**config.mk**
```make
export PLATFORM = sky130hd
export DESIGN_NAME = spi_host_regs
export DESIGN_NICKNAME = d
export VERILOG_FILES = /design/src/rtl/spi_host_pkg.sv /design/src/rtl/spi_host_clkdiv.sv /design/src/rtl/spi_host_shifter.sv /design/src/rtl/spi_host_irq.sv /design/src/rtl/spi_host_regs.sv
export SDC_FILE = /design/constraint.sdc
export NUM_CORES = 1
export LEC_CHECK = 0
export ABC_CLOCK_PERIOD_IN_PS = 3500
export CAP_MARGIN = 0
export CORE_MARGIN = 1.5
export CORE_UTILIZATION = 40
export CTS_BUF_LIST = sky130_fd_sc_hd__clkbuf_8
export DETAILED_ROUTE_END_ITERATION = 12
export PLACE_DENSITY_LB_ADDON = 0.05
export SETUP_SLACK_MARGIN = 0.02
export SLEW_MARGIN = 20
export SYNTH_ARGS = -nofsm -noshare
export SYNTH_HDL_FRONTEND = slang
export SYNTH_SLANG_ARGS = --single-unit
```
**constraint.sdc**
```tcl
create_clock -name clk -period 3.5 [get_ports clk]
set_input_delay 1.05 -clock clk [delete_from_list [all_inputs] [get_ports clk]]
set_output_delay 1.05 -clock clk [all_outputs]
set_load 0.02 [all_outputs]
```
**src/rtl/spi_host_pkg.sv**
```systemverilog
`timescale 1ns/1ps
package spi_host_pkg;

    localparam int ADDR_W = 3;

    // register word addresses
    localparam logic [ADDR_W-1:0] A_RXD  = 3'd0;
    localparam logic [ADDR_W-1:0] A_TXD  = 3'd1;
    localparam logic [ADDR_W-1:0] A_STAT = 3'd2;
    localparam logic [ADDR_W-1:0] A_CTRL = 3'd3;
    localparam logic [ADDR_W-1:0] A_RSVD = 3'd4;
    localparam logic [ADDR_W-1:0] A_SEL  = 3'd5;

    // bit positions shared by status and control words
    localparam int B_RXOVF = 3;
    localparam int B_TXOVF = 4;
    localparam int B_IDLE  = 5;
    localparam int B_TXRDY = 6;
    localparam int B_RXRDY = 7;
    localparam int B_ERR   = 8;
    localparam int B_FORCE = 10;

    // interrupt sources, also used for the matching enables
    typedef struct packed {
        logic rx_ovf;
        logic tx_ovf;
        logic tx_rdy;
        logic rx_rdy;
        logic err;
    } irq_src_t;

endpackage

```
**src/rtl/spi_host_clkdiv.sv**
```systemverilog
`timescale 1ns/1ps
module spi_host_clkdiv #(
    parameter int DIV = 4
) (
    input  logic clk,
    input  logic rst_n,
    input  logic run,
    output logic half_end
);
    localparam int HALF = DIV / 2;
    localparam int CW   = (HALF > 1) ? $clog2(HALF) : 1;

    logic [CW-1:0] cnt_q, cnt_d;

    assign half_end = run && (cnt_q == CW'(HALF - 1));

    always_comb begin
        cnt_d = cnt_q;
        if (!run || half_end) begin
            cnt_d = '0;
        end else begin
            cnt_d = cnt_q + 1'b1;
        end
    end

    always_ff @(posedge clk or negedge rst_n) begin
        if (!rst_n) begin
            cnt_q <= '0;
        end else begin
            cnt_q <= cnt_d;
        end
    end
endmodule

```
**src/rtl/spi_host_shifter.sv**
```systemverilog
`timescale 1ns/1ps
module spi_host_shifter #(
    parameter int N = 8
) (
    input  logic         clk,
    input  logic         rst_n,
    input  logic         start_i,
    input  logic [N-1:0] load_i,
    input  logic         half_end_i,
    input  logic         miso_i,
    output logic         busy_o,
    output logic         sclk_o,
    output logic         mosi_o,
    output logic         done_o,
    output logic [N-1:0] frame_o
);
    localparam int BW = (N > 1) ? $clog2(N) : 1;

    typedef struct packed {
        logic          busy;
        logic          sclk;
        logic [BW-1:0] bit_idx;
        logic [N-1:0]  tx_sh;
        logic [N-1:0]  rx_sh;
    } sh_t;

    sh_t  sh_q, sh_d;
    logic done_d;
    logic [N:0] rx_ext;

    assign rx_ext = {sh_q.rx_sh, miso_i};

    always_comb begin
        sh_d   = sh_q;
        done_d = 1'b0;
        if (!sh_q.busy) begin
            if (start_i) begin
                sh_d.busy    = 1'b1;
                sh_d.sclk    = 1'b0;
                sh_d.bit_idx = '0;
                sh_d.tx_sh   = load_i;
            end
        end else if (half_end_i) begin
            if (!sh_q.sclk) begin
                // rising edge: capture the incoming bit
                sh_d.sclk  = 1'b1;
                sh_d.rx_sh = rx_ext[N-1:0];
            end else begin
                // falling edge: advance or finish
                sh_d.sclk = 1'b0;
                if (sh_q.bit_idx == BW'(N - 1)) begin
                    sh_d.busy = 1'b0;
                    done_d    = 1'b1;
                end else begin
                    sh_d.bit_idx = sh_q.bit_idx + 1'b1;
                    sh_d.tx_sh   = sh_q.tx_sh << 1;
                end
            end
        end
    end

    always_ff @(posedge clk or negedge rst_n) begin
        if (!rst_n) begin
            sh_q <= '0;
        end else begin
            sh_q <= sh_d;
        end
    end

    assign busy_o  = sh_q.busy;
    assign sclk_o  = sh_q.sclk;
    assign mosi_o  = sh_q.busy & sh_q.tx_sh[N-1];
    assign done_o  = done_d;
    assign frame_o = sh_q.rx_sh;
endmodule

```
**src/rtl/spi_host_irq.sv**
```systemverilog
`timescale 1ns/1ps
module spi_host_irq
    import spi_host_pkg::*;
(
    input  irq_src_t src,
    input  irq_src_t en,
    output logic     irq
);
    assign irq = |(src & en);
endmodule

```
**src/rtl/spi_host_regs.sv**
```systemverilog
`timescale 1ns/1ps
module spi_host_regs
    import spi_host_pkg::*;
#(
    parameter int DATA_W = 8,
    parameter int DIV    = 4,
    parameter int NSS    = 4
) (
    input  logic              clk,
    input  logic              rst_n,
    input  logic [ADDR_W-1:0] reg_addr,
    input  logic              reg_wr,
    input  logic              reg_rd,
    input  logic [31:0]       reg_wdata,
    output logic [31:0]       reg_rdata,
    output logic              irq,
    output logic              spi_sclk,
    output logic              spi_mosi,
    input  logic              spi_miso,
    output logic [NSS-1:0]    spi_cs_n
);
    typedef struct packed {
        logic [DATA_W-1:0] hold;
        logic              hold_full;
        logic [DATA_W-1:0] rxd;
        logic              rx_rdy;
        logic              rx_ovf;
        logic              tx_ovf;
        irq_src_t          en;
        logic              sso;
        logic [NSS-1:0]    sel;
    } regs_t;

    regs_t r_q, r_d;

    logic              sh_busy;
    logic              sh_done;
    logic [DATA_W-1:0] sh_frame;
    logic              half_end;
    logic              start;
    logic              wr_txd, wr_stat, wr_ctrl, wr_sel, rd_rxd;
    logic [31:0]       status_w, ctrl_w;
    irq_src_t          src;
    logic              unused_wdata;

    assign unused_wdata = ^reg_wdata;

    assign start   = r_q.hold_full && !sh_busy;
    assign wr_txd  = reg_wr && (reg_addr == A_TXD);
    assign wr_stat = reg_wr && (reg_addr == A_STAT);
    assign wr_ctrl = reg_wr && (reg_addr == A_CTRL);
    assign wr_sel  = reg_wr && (reg_addr == A_SEL);
    assign rd_rxd  = reg_rd && (reg_addr == A_RXD);

    spi_host_clkdiv #(.DIV(DIV)) u_div (
        .clk      (clk),
        .rst_n    (rst_n),
        .run      (sh_busy),
        .half_end (half_end)
    );

    spi_host_shifter #(.N(DATA_W)) u_sh (
        .clk        (clk),
        .rst_n      (rst_n),
        .start_i    (start),
        .load_i     (r_q.hold),
        .half_end_i (half_end),
        .miso_i     (spi_miso),
        .busy_o     (sh_busy),
        .sclk_o     (spi_sclk),
        .mosi_o     (spi_mosi),
        .done_o     (sh_done),
        .frame_o    (sh_frame)
    );

    always_comb begin
        r_d = r_q;
        if (start) begin
            r_d.hold_full = 1'b0;
        end
        if (wr_txd) begin
            if (r_q.hold_full) begin
                r_d.tx_ovf = 1'b1;
            end else begin
                r_d.hold      = reg_wdata[DATA_W-1:0];
                r_d.hold_full = 1'b1;
            end
        end
        if (wr_stat) begin
            r_d.rx_ovf = 1'b0;
            r_d.tx_ovf = 1'b0;
        end
        if (rd_rxd) begin
            r_d.rx_rdy = 1'b0;
        end
        if (sh_done) begin
            r_d.rxd    = sh_frame;
            r_d.rx_rdy = 1'b1;
            if (r_q.rx_rdy && !rd_rxd) begin
                r_d.rx_ovf = 1'b1;
            end
        end
        if (wr_ctrl) begin
            r_d.en.rx_ovf = reg_wdata[B_RXOVF];
            r_d.en.tx_ovf = reg_wdata[B_TXOVF];
            r_d.en.tx_rdy = reg_wdata[B_TXRDY];
            r_d.en.rx_rdy = reg_wdata[B_RXRDY];
            r_d.en.err    = reg_wdata[B_ERR];
            r_d.sso       = reg_wdata[B_FORCE];
        end
        if (wr_sel) begin
            r_d.sel = reg_wdata[NSS-1:0];
        end
    end

    always_ff @(posedge clk or negedge rst_n) begin
        if (!rst_n) begin
            r_q <= '0;
        end else begin
            r_q <= r_d;
        end
    end

    assign src.rx_ovf = r_q.rx_ovf;
    assign src.tx_ovf = r_q.tx_ovf;
    assign src.tx_rdy = !r_q.hold_full;
    assign src.rx_rdy = r_q.rx_rdy;
    assign src.err    = r_q.rx_ovf | r_q.tx_ovf;

    always_comb begin
        status_w          = '0;
        status_w[B_RXOVF] = src.rx_ovf;
        status_w[B_TXOVF] = src.tx_ovf;
        status_w[B_IDLE]  = !r_q.hold_full && !sh_busy;
        status_w[B_TXRDY] = src.tx_rdy;
        status_w[B_RXRDY] = src.rx_rdy;
        status_w[B_ERR]   = src.err;
        ctrl_w            = '0;
        ctrl_w[B_RXOVF]   = r_q.en.rx_ovf;
        ctrl_w[B_TXOVF]   = r_q.en.tx_ovf;
        ctrl_w[B_TXRDY]   = r_q.en.tx_rdy;
        ctrl_w[B_RXRDY]   = r_q.en.rx_rdy;
        ctrl_w[B_ERR]     = r_q.en.err;
        ctrl_w[B_FORCE]   = r_q.sso;
    end

    always_comb begin
        unique case (reg_addr)
            A_RXD:   reg_rdata = 32'(r_q.rxd);
            A_STAT:  reg_rdata = status_w;
            A_CTRL:  reg_rdata = ctrl_w;
            A_SEL:   reg_rdata = 32'(r_q.sel);
            default: reg_rdata = '0;
        endcase
    end

    spi_host_irq u_irq (
        .src (src),
        .en  (r_q.en),
        .irq (irq)
    );

    assign spi_cs_n = ~(r_q.sel & {NSS{sh_busy | r_q.sso}});
endmodule

```
==> impl_metrics.ini <==
[timing]
final.setup.tns_ns = 0
timing.fmax_mhz = 294
drv_slew = 0
tightest_slew_ns = 0.732
setup_ws_ns = 0.0976
slew_headroom = 0.512
fin_crit_sh = 0.972
min_period_ns = 3.40
final_hold_viol_count = 0
rsz0062_at_grt = false
fin_skew_ns = 0.00833
setup_viol = 0

[synthesis]
yosys.area.top_type = dfrtp_1
synth-edff-count = 0
ys_ff_latch = 52
syn_area_per_cell_sq_um = 12.1
synth.distinct_cells = 40
synth_common_cells = dfrtp_1, buf_4, mux2_1, mux2_2, nand2_1
ys_seq_area_frac = 0.493
synth_area_sq_um = 2640
synth_top_area_frac = 0.493
async_flop_share = 1.00
synth_cells = 218
synth_top_cells_by_area = dfrtp_1, mux2_1, mux2_2, buf_4, mux2_4
ys_warn_count = 0
synth-main-ff-cell = dfrtp_1
synth_most_common_cell = dfrtp_1

[place]
port_buffers = 34
dp_worst_setup_slack_ns = -0.372
dp_hpwl_um = 3620
gp_congestion = 0.734

[floorplanning]
ioPinCount = 79
die_h_um = 84.3
die_x_um = 84.3
fp.coreArea_sq_um = 6350
core.rowCount = 29
die_area_sq_um = 7100
initial_utilization = 0.416

[drt]
via_per_inst = 4.93
dr.pass1.iters = 4
routed_wl_um = 4960
vias = 1647
drc = 0
initialDrtViolationCount = 60
ant_nets = 0
wl_per_cell_um = 14.8

[global_route]
grt_pass1_vias = 1607
grt_max_degree = 32
gr-usage-all-layers = 0.148
antenna_found_initial = 0
grt_first_pass_wirelength_um = 8160
overflow = 0

[layout]
syn_to_final_growth_pct = 16.1
seq_area_sq_um = 1300
antenna_cells = 0
drive_above_1_share = 0.214
multiInputGateArea_sq_um = 1160
nFillCells = 587
layout.nets = 298

[worst_setup_path]
cp.arrival_ns = 2.35
startpoint_type = primary input
critPathRequiredTime_ns = 2.45
cp_max_fo = 15
endpoint_kind = primary output
path_class = primary input to primary output

[power_and_ir_drop]
p_comb_frac = 0.291
power_density_nw_per_um2 = 580
p_int_uw = 1180
ir_drop_v = 0.000312
clkPwrFrac = 0.204
seqPwrFrac = 0.505
power_uw = 1780
p_sw_uw = 599
switching_share = 0.337
p_leak_uw = 0.00143

[clocking]
cts_root_buffer = clkbuf_8
post_cts_buffers = 0
hold_buffers = 0
cts_buffers = 5
clock_latency_ns = 0.31
htree_levels = 2
clk_path_buf_depth = 2
cts_tree = built
cts_sinks = 52
cts.reportedPaths.clkPinSlew_ns = 0.09

[flow_run]
max-cap-violations = 0

[run_status]
outcome = completed

[hold_path]
hold_class = flop to flop
registers in the layout, indices dropped and copies added (netlist names):
signal / flops
r_q: 24
u_sh.sh_q: 11
u_sh.frame_o: 8
ctrl_w: 6
u_div.cnt_q: 1
u_sh.busy_o: 1
u_sh.sclk_o: 1
metrics by stage:
| step | utilization | hold slack [ns] | cell area, sq um | cells |
|---|---|---|---|---|
| final | 0.483 | 0.497 | 3070 | 334 |
| after CTS | 0.483 | 0.502 | 3070 | 334 |
| after detailed placement | 0.473 | 0.475 | 3000 | 326 |
| after global placement | 0.473 | 0.474 | 3000 | 326 |
| after floorplan | - | 0.448 | 2720 | 239 |
| after global routing | 0.483 | 0.518 | 3070 | 334 |
worst paths after layout:
| path | start | end | slack (ns) | depth (start not counted) |
|---|---|---|---|---|
| worst max-delay path | reg_addr[0] | reg_rdata[5] | 0.1 | 4 |
| worst min-delay path | r_q[16]$_DFFE_PN0P_ | r_q[16]$_DFFE_PN0P_ | 0.50 | 1 |
| worst max register to register | u_sh.sh_q[16]$_DFFE_PN0P_ | u_sh.sh_q[15]$_DFFE_PN0P_ | 1.51 | 4 |
| worst min register to register | r_q[16]$_DFFE_PN0P_ | r_q[16]$_DFFE_PN0P_ | 0.50 | 1 |
| max in group asynchronous | rst_n | r_q[27]$_DFFE_PN0P_ | 2.02 | 2 |
| min in group asynchronous | rst_n | r_q[3]$_DFFE_PN0P_ | 0.69 | 1 |
power groups by stage:
stage          registers (uW)  logic (uW)  clock network, uW
3_3_place_gp              912         524                  0
3_5_place_dp              914         531                  0
6_report                  897         517                363
2_1_floorplan             866         443                  0
5_1_grt                   929         566                399
4_1_cts                   901         528                376
routing by layer:
layer	GRT usage	vias up	wire length [um]
li1	-	799	-
met1	0.204	794	2380
met2	0.229	47	2280
met3	0.0383	7	220
met4	0.0492	0	68
met5	0	-	0
cell usage in the layout, fill, tap and decap left out, types with 2 or more instances in the layout:
master	netlist	layout
dfrtp_1	52	52
conb_1	1	22
clkdlybuf4s50_1	0	21
mux2_1	19	19
mux2_2	18	18
nand2_1	13	13
o21ai_0	9	9
a22o_1	8	8
nand3_1	7	7
buf_4	24	7
mux2_4	6	6
dlygate4sd2_1	0	6
inv_1	5	5
nand2b_1	5	5
mux2i_1	5	5
clkbuf_8	0	5
buf_2	6	5
a21oi_1	4	4
nor2_1	5	4
nor2b_1	3	3
a21o_1	2	2
o21a_1	2	2
ha_1	2	2
inv_6	0	2
buf_12	0	2
worst max-delay path, stage by stage:
cell and delay [ns]:
clkdlybuf4s50_1 0.50, buf_12 0.19, nor3_1 0.25, dlygate4sd2_1 0.37
logic make-up after synthesis:
family	after synthesis	share of synthesized area
AOI/OAI and AO/OA	32	0.0838
adders and majority gates	2	0.00947
buffers and inverters	38	0.0995
DFF	52	0.493
muxes	48	0.211
other	1	0.00142
and+or+nand+nor	45	0.102
final cells by class:
| class | count | share of cell area |
|---|---|---|
| clock buffers | 5 | 0.0224 |
| clock inverters | 3 | 0.00816 |
| inverters | 5 | 0.00612 |
| multi-input cells | 149 | 0.378 |
| flip-flops and latches | 52 | 0.424 |
| well taps | 77 | 0.0314 |
| repair buffers | 43 | 0.129 |
repair_timing:
| item | CTS | global route |
|---|---|---|
| gates resized for setup | 27 | 2 |
| setup endpoints to repair | 10 | 1 |
| endpoints found under the hold margin | 0 | 0 |
| gates cloned | 0 | 0 |
Power figures use the tool's default switching activity.
